**config.mk**
```make
export PLATFORM = sky130hd
export DESIGN_NAME = wr_access_gate
export DESIGN_NICKNAME = d
export VERILOG_FILES = /design/src/rtl/wag_pkg.sv /design/src/rtl/wag_decode.sv /design/src/rtl/wag_perm.sv /design/src/rtl/wag_gate.sv /design/src/rtl/wr_access_gate.sv
export SDC_FILE = /design/constraint.sdc
export NUM_CORES = 1
export LEC_CHECK = 0
export ABC_CLOCK_PERIOD_IN_PS = 6140
export BUFFER_PORTS_ARGS = -buffer_cell sky130_fd_sc_hd__buf_2
export CORE_UTILIZATION = 36
export CTS_BUF_LIST = sky130_fd_sc_hd__clkbuf_4
export CTS_CLUSTER_DIAMETER = 120
export DETAILED_ROUTE_END_ITERATION = 10
export PLACE_DENSITY = 0.88
export SETUP_SLACK_MARGIN = 0.2
export SYNTH_ARGS = -nofsm -noshare
export SYNTH_HDL_FRONTEND = slang
export SYNTH_SLANG_ARGS = --single-unit
```
**constraint.sdc**
```tcl
create_clock -name clk -period 6.14 [get_ports clk]
set_input_delay 1.842 -clock clk [delete_from_list [all_inputs] [get_ports clk]]
set_output_delay 1.842 -clock clk [all_outputs]
set_load 0.03 [all_outputs]
```
**src/rtl/wag_pkg.sv**
```systemverilog
package wag_pkg;
  localparam int DATA_W    = 32;
  localparam int N_TGT     = 8;
  localparam int ADDR_W    = 4;
  localparam int GATE_ADDR = 8;

  typedef logic [N_TGT-1:0] perm_t;

  // permission bits only ever fall: keep a bit where the write carries 1
  function automatic perm_t perm_after_write(input perm_t cur, input perm_t wbits);
    return cur & wbits;
  endfunction

  // read word: permission bits in the low byte, zero above
  function automatic logic [DATA_W-1:0] gate_read_word(input perm_t cur);
    logic [DATA_W-1:0] w;
    w = '0;
    w[N_TGT-1:0] = cur;
    return w;
  endfunction
endpackage

```
**src/rtl/wag_decode.sv**
```systemverilog
module wag_decode #(
  parameter int ADDR_W    = 4,
  parameter int N_TGT     = 8,
  parameter int GATE_ADDR = 8
) (
  input  logic              sel,
  input  logic              wr,
  input  logic [ADDR_W-1:0] addr,
  output logic [N_TGT-1:0]  tgt_hit,
  output logic              gate_wr,
  output logic              gate_rd
);
  localparam logic [ADDR_W-1:0] GATE_A = ADDR_W'(GATE_ADDR);

  logic wr_cyc;
  assign wr_cyc = sel & wr;

  for (genvar k = 0; k < N_TGT; k++) begin : g_hit
    localparam logic [ADDR_W-1:0] TA = ADDR_W'(k);
    assign tgt_hit[k] = wr_cyc & (addr == TA);
  end

  assign gate_wr = wr_cyc & (addr == GATE_A);
  assign gate_rd = sel & ~wr & (addr == GATE_A);
endmodule

```
**src/rtl/wag_perm.sv**
```systemverilog
module wag_perm
  import wag_pkg::*;
(
  input  logic  clk,
  input  logic  sys_rst_n,
  input  logic  gate_wr,
  input  perm_t wr_bits,
  output perm_t perm
);
  always_ff @(posedge clk or negedge sys_rst_n) begin
    if (!sys_rst_n)
      perm <= '1;
    else if (gate_wr)
      perm <= perm_after_write(perm, wr_bits);
  end
endmodule

```
**src/rtl/wag_gate.sv**
```systemverilog
module wag_gate #(
  parameter int N_TGT = 8
) (
  input  logic [N_TGT-1:0] tgt_hit,
  input  logic [N_TGT-1:0] perm,
  output logic [N_TGT-1:0] stb,
  output logic [N_TGT-1:0] blocked
);
  for (genvar k = 0; k < N_TGT; k++) begin : g_lane
    assign stb[k]     = tgt_hit[k] & perm[k];
    assign blocked[k] = tgt_hit[k] & ~perm[k];
  end
endmodule

```
**src/rtl/wr_access_gate.sv**
```systemverilog
module wr_access_gate
  import wag_pkg::*;
(
  input  logic              clk,
  input  logic              sys_rst_n,
  input  logic              bat_por_n,
  input  logic              sw_rst,
  input  logic              bus_sel,
  input  logic              bus_wr,
  input  logic [ADDR_W-1:0] bus_addr,
  input  logic [DATA_W-1:0] bus_wdata,
  output logic [DATA_W-1:0] bus_rdata,
  output logic [N_TGT-1:0]  tgt_wr_stb,
  output logic              tgt_rst_n
);
  // named internal events for the checker
  logic [N_TGT-1:0] tgt_hit;
  logic [N_TGT-1:0] blocked;
  logic             gate_wr;
  logic             gate_rd;
  perm_t            perm;

  wag_decode #(.ADDR_W(ADDR_W), .N_TGT(N_TGT), .GATE_ADDR(GATE_ADDR)) u_dec (
    .sel     (bus_sel),
    .wr      (bus_wr),
    .addr    (bus_addr),
    .tgt_hit (tgt_hit),
    .gate_wr (gate_wr),
    .gate_rd (gate_rd)
  );

  wag_perm u_perm (
    .clk       (clk),
    .sys_rst_n (sys_rst_n),
    .gate_wr   (gate_wr),
    .wr_bits   (bus_wdata[N_TGT-1:0]),
    .perm      (perm)
  );

  wag_gate #(.N_TGT(N_TGT)) u_gate (
    .tgt_hit (tgt_hit),
    .perm    (perm),
    .stb     (tgt_wr_stb),
    .blocked (blocked)
  );

  assign bus_rdata = gate_rd ? gate_read_word(perm) : '0;
  assign tgt_rst_n = sys_rst_n & bat_por_n & ~sw_rst;
endmodule

```
After elaboration in Yosys (flattened, before gate mapping). Index checks and enable logic that the tools add are counted.

$mul: 0. Add/sub/neg operators: 0. Muxes and demuxes: 1. Divide/modulo/power cells: 0. Bitwise operators: 25. Reductions and logical operators: 1. $lt $le $gt $ge: 0. Shift operators: 0. Eq/ne operators: 8.

Operators with widths (number): 1-bit AND (22); 4-bit by 3-bit == test with 1-bit output, second input constant (4); 8-bit AND (1); 4-bit by 2-bit == test with 1-bit output, second input constant (2); 8-bit two-way mux (1); 4-bit by 1-bit == test with 1-bit output, second input constant (1); 4-bit == test, second input constant (1); 4-bit logical NOT (1); 1-bit NOT (2).

Word-level logic and storage cells: 36. Memories: 0. Output and inout port bits: 41. ROM bits: 0. RAM bits: 0. Bits in latches: 0. Bits in registers: 8.

Depth between registers and ports, before layout.
Depth in word-level cells: 4. Depth in mapped cells: 4. Gate-level depth less buffers: 2.

By module. From an unflattened synthesis, not the netlist that was laid out.

Cell total of the unflattened synthesis: 91. Area, all modules: 747.0 µm².

By module, submodules not included: wag_perm (area each 300.3 µm², times used 1, cells an instance 24); wr_access_gate (area each 242.7 µm², times used 1, cells an instance 34); wag_decode (area each 103.8 µm², times used 1, cells an instance 17); wag_gate (area each 100.1 µm², times used 1, cells an instance 16).

Worst setup path before layout. No wires, ideal clock.

Path kind: input to output. Start: in bus_addr[0]. End: out bus_rdata[0]. Arrival: 3325 ps. Slack: 973 ps. Stages: 4. Path buffers: 2. Data required time: 4298 ps. Cell sequence: or4b_1 > buf_2 > buf_6 > nor3_1.

Longest elaborated chain between the ends: 3.

Ends and longest elaborated chain: start: declaration (line wr_access_gate.sv:10) `input logic [ADDR_W-1:0] bus_addr,`; 4-bit == test (line wag_decode.sv:24) `assign gate_rd = sel & ~wr & (addr == GATE_A);`; 1-bit AND (line wag_decode.sv:24); 8-bit two-way mux (line wr_access_gate.sv:47) `assign bus_rdata = gate_rd ? gate_read_word(perm) : '0;`; end: declaration (line wr_access_gate.sv:12) `output logic [DATA_W-1:0] bus_rdata,`.

Every way passes these cells.

Worst setup path in the final report.
Start: in bus_addr[0]. End: out bus_rdata[6].

The elaborated chain is that of the path after synthesis.

==> out/metrics.csv <==
stage;metric;value;unit
cells_and_area;largest_register_ffs;8;
drt;viasPerCell;4.265;
timing;final.min_clock_period;5.086;ns
power_and_ir_drop;powerDensity;159.4;mW/mm²
setup_path;crit_type;in2out;
grt;grt_max_degree;17;
drt;dr.pass1.iters;2;
cells_and_area;final_common_cell;buf_2;
setup_path;slowest_stage;or4b_1;
clock_tree;tritoncts;built;
timing;tightest_slew;0.4966;ns
setup_path;worstPathMaxFanout;16;
synthesis;yosysSeqAreaShare;31.17;%
setup_path;worstPathArrival;3.24;ns
timing;setup_tns;0;ns
cells_and_area;nets;155;
synthesis;netlist_area;674.4;µm²
clock_tree;holdBufCountCts;0;
setup_path;end_kind;output pin;
drt;vias;580;
grt;gr-usage-met3;1.200;%
floorplan;rows;15;
floorplan;coreArea;0.001745;mm²
setup_path;start_kind;input port;
grt;antenna_found_initial;0;
synthesis;ys_seq_elements;8;
timing;max_freq;0.1966;GHz
clock_tree;cts_resized;0;
grt;grt_pass1_wl;1883;µm
synthesis;yosys.area.top_type_share;31.17;%
timing;hold_viol;0;
drt;routedWlPerCell;9.515;µm
clock_tree;cts.htree.levels;1;
grt;grt_busiest_layer;met2;
placement;placed_cells;133;
drt;dr.first_iter.drc_count;2;
clock_tree;clk_latency;0.25;ns
clock_tree;cts-root-buf;clkbuf_4;
setup_path;timing.rr.end;u_perm.perm[4];
power_and_ir_drop;p_leak;0.0004254;µW
grt;grt_pass1_vias;457;
floorplan;io_pins;83;
placement;place_ws;1.047;ns
grt;use_met1;14.93;%
timing;setup_violations;0;
setup_path;crit_path_end;bus_rdata[6];
clock_tree;clock_sinks;8;
clock_tree;cts_setup_buffers;0;
cells_and_area;diodes;0;
placement;port_buffers;34;
cells_and_area;drive_gt1_share;40.54;%
timing;rsz0062_at_grt;false;
power_and_ir_drop;power;125.0;µW
timing;maxSlewHeadroom;66.44;%
drt;drtAntennaViolNets;0;
run;cap_violations;0;
clock_tree;cts_buffer_depth;2;
synthesis;yosysWarnings;0;
cells_and_area;final_cell_mix;buf_2, conb_1;
setup_path;worstPathRequired;4.30;ns
drt;drcViolationCount;0;
floorplan;start_util;38.64;%
setup_path;rr_startpoint;u_perm.perm[4];
floorplan;dieArea;0.002050;mm²
floorplan;fp.dieW;45.28;µm
setup_path;startpoint;bus_addr[0];
placement;dp_hpwl;1119;µm
run_status;status;completed;
floorplan;fp.dieH;45.28;µm
placement;gp_congestion;0.6978;
synthesis;syn_avg_cell_area;8.646;µm²
setup_path;r2r_cells;1;
synthesis;synth.distinct_cells;19;
timing;timing.final.crit_share;82.84;%
timing;setup_ws;1.054;ns
setup_path;crit_path_cell_trace;buf_2 > or4b_1 > nor3_1 > buf_2;
setup_path;crit_top_cell;buf_2;
hold_path;hold_path.class;reg2reg;
setup_path;max_stage_delay;0.78;ns
synthesis;synth_top_cell_by_area;dfstp_2;
setup_path;r2r_slack;5.40;ns
power_and_ir_drop;vdd_drop_max;86.91;µV
clock_tree;cts_buffers;3;
grt;grt_util_all_layers;13.12;%
grt;met2_usage;22.90;%
cells_and_area;largestRegisters;u_perm.perm x8;
cells_and_area;regMostFlops;u_perm.perm;
synthesis;synthCells;78;
drt;totalWireLength;1294;µm
synthesis;synthTopCellsByArea;dfstp_2, buf_4, o31a_1, nor3_1, and3_1;
grt;gr-total-overflow;0;
clock_tree;clkTransAtPathRegs;0.05;ns
cells_and_area;area_growth;16.33;%
cells_and_area;stdcell_count;136;
timing;finalMaxSlewViolations;0;
timing;clock_skew;0;ns
-- metrics by stage --
step	hold slack [ns]	utilization, %	instance area [µm²]
after global placement	0.4526	43.66	762.0
final	0.4641	44.95	784.5
after detailed placement	0.4550	43.66	762.0
after global routing	0.4740	44.95	784.5
after CTS	0.4624	44.95	784.5
after floorplan	0.4454	-	760.7
-- area by class of cell --
cell class | count | area [µm²]
Clock buffer | 3 | 22.52
Sequential cell | 8 | 210.2
Tap cell | 25 | 31.28
Multi-Input combinational cell | 58 | 320.3
Timing Repair Buffer | 34 | 170.2
Fill cell | 182 | 960.9
Inverter | 8 | 30.03
-- metal layers --
layer | share of wire (%) | vias up
met2 | 52 | 39
met5 | 0 | -
met3 | 7.7 | 0
met1 | 40 | 257
met4 | 0 | 0
li1 | - | 284
-- kinds of logic after synthesis --
group / share of synthesized area [%]
buffers and inverters: 34.14
and+or+nand+nor: 23.75
AOI/OAI and AO/OA: 10.39
DFF: 31.17
other: 0.5561
-- Yosys cell counts --
cell / instances
dfstp_2: 8
buf_2: 1
nor4bb_1: 1
and2b_1: 1
buf_1: 1
and4_1: 2
nor2_1: 2
and3_1: 6
inv_1: 8
o31a_1: 8
nand2_1: 2
or4b_1: 1
conb_1: 1
nor2b_1: 1
and4b_1: 1
buf_6: 1
nand2b_1: 1
nor3_1: 8
buf_4: 24
-- how the worst min path moves through the flow --
| stage | startpoint | end | cells after the start |
|---|---|---|---|
| 6_report | u_perm.perm[2] | u_perm.perm[2] | 1 |
| 5_1_grt | u_perm.perm[2] | u_perm.perm[2] | 1 |
| 4_1_cts | u_perm.perm[2] | u_perm.perm[2] | 1 |
| 3_5_place_dp | u_perm.perm[2] | u_perm.perm[2] | 1 |
| 3_3_place_gp | u_perm.perm[2] | u_perm.perm[2] | 1 |
| 2_1_floorplan | u_perm.perm[0] | u_perm.perm[0] | 1 |
-- report_power, final --
part / switching, µW / internal [µW]
clock: 17.4 / 22.3
combinational: 26.8 / 5.44
sequential: 0 / 53.0
-- worst max-delay path: cells and delay by family --
family | cells | cell delay, ns
buf+inv | 2 | 0.36
simple gates | 2 | 1.04
Power figures use the tool's default switching activity.
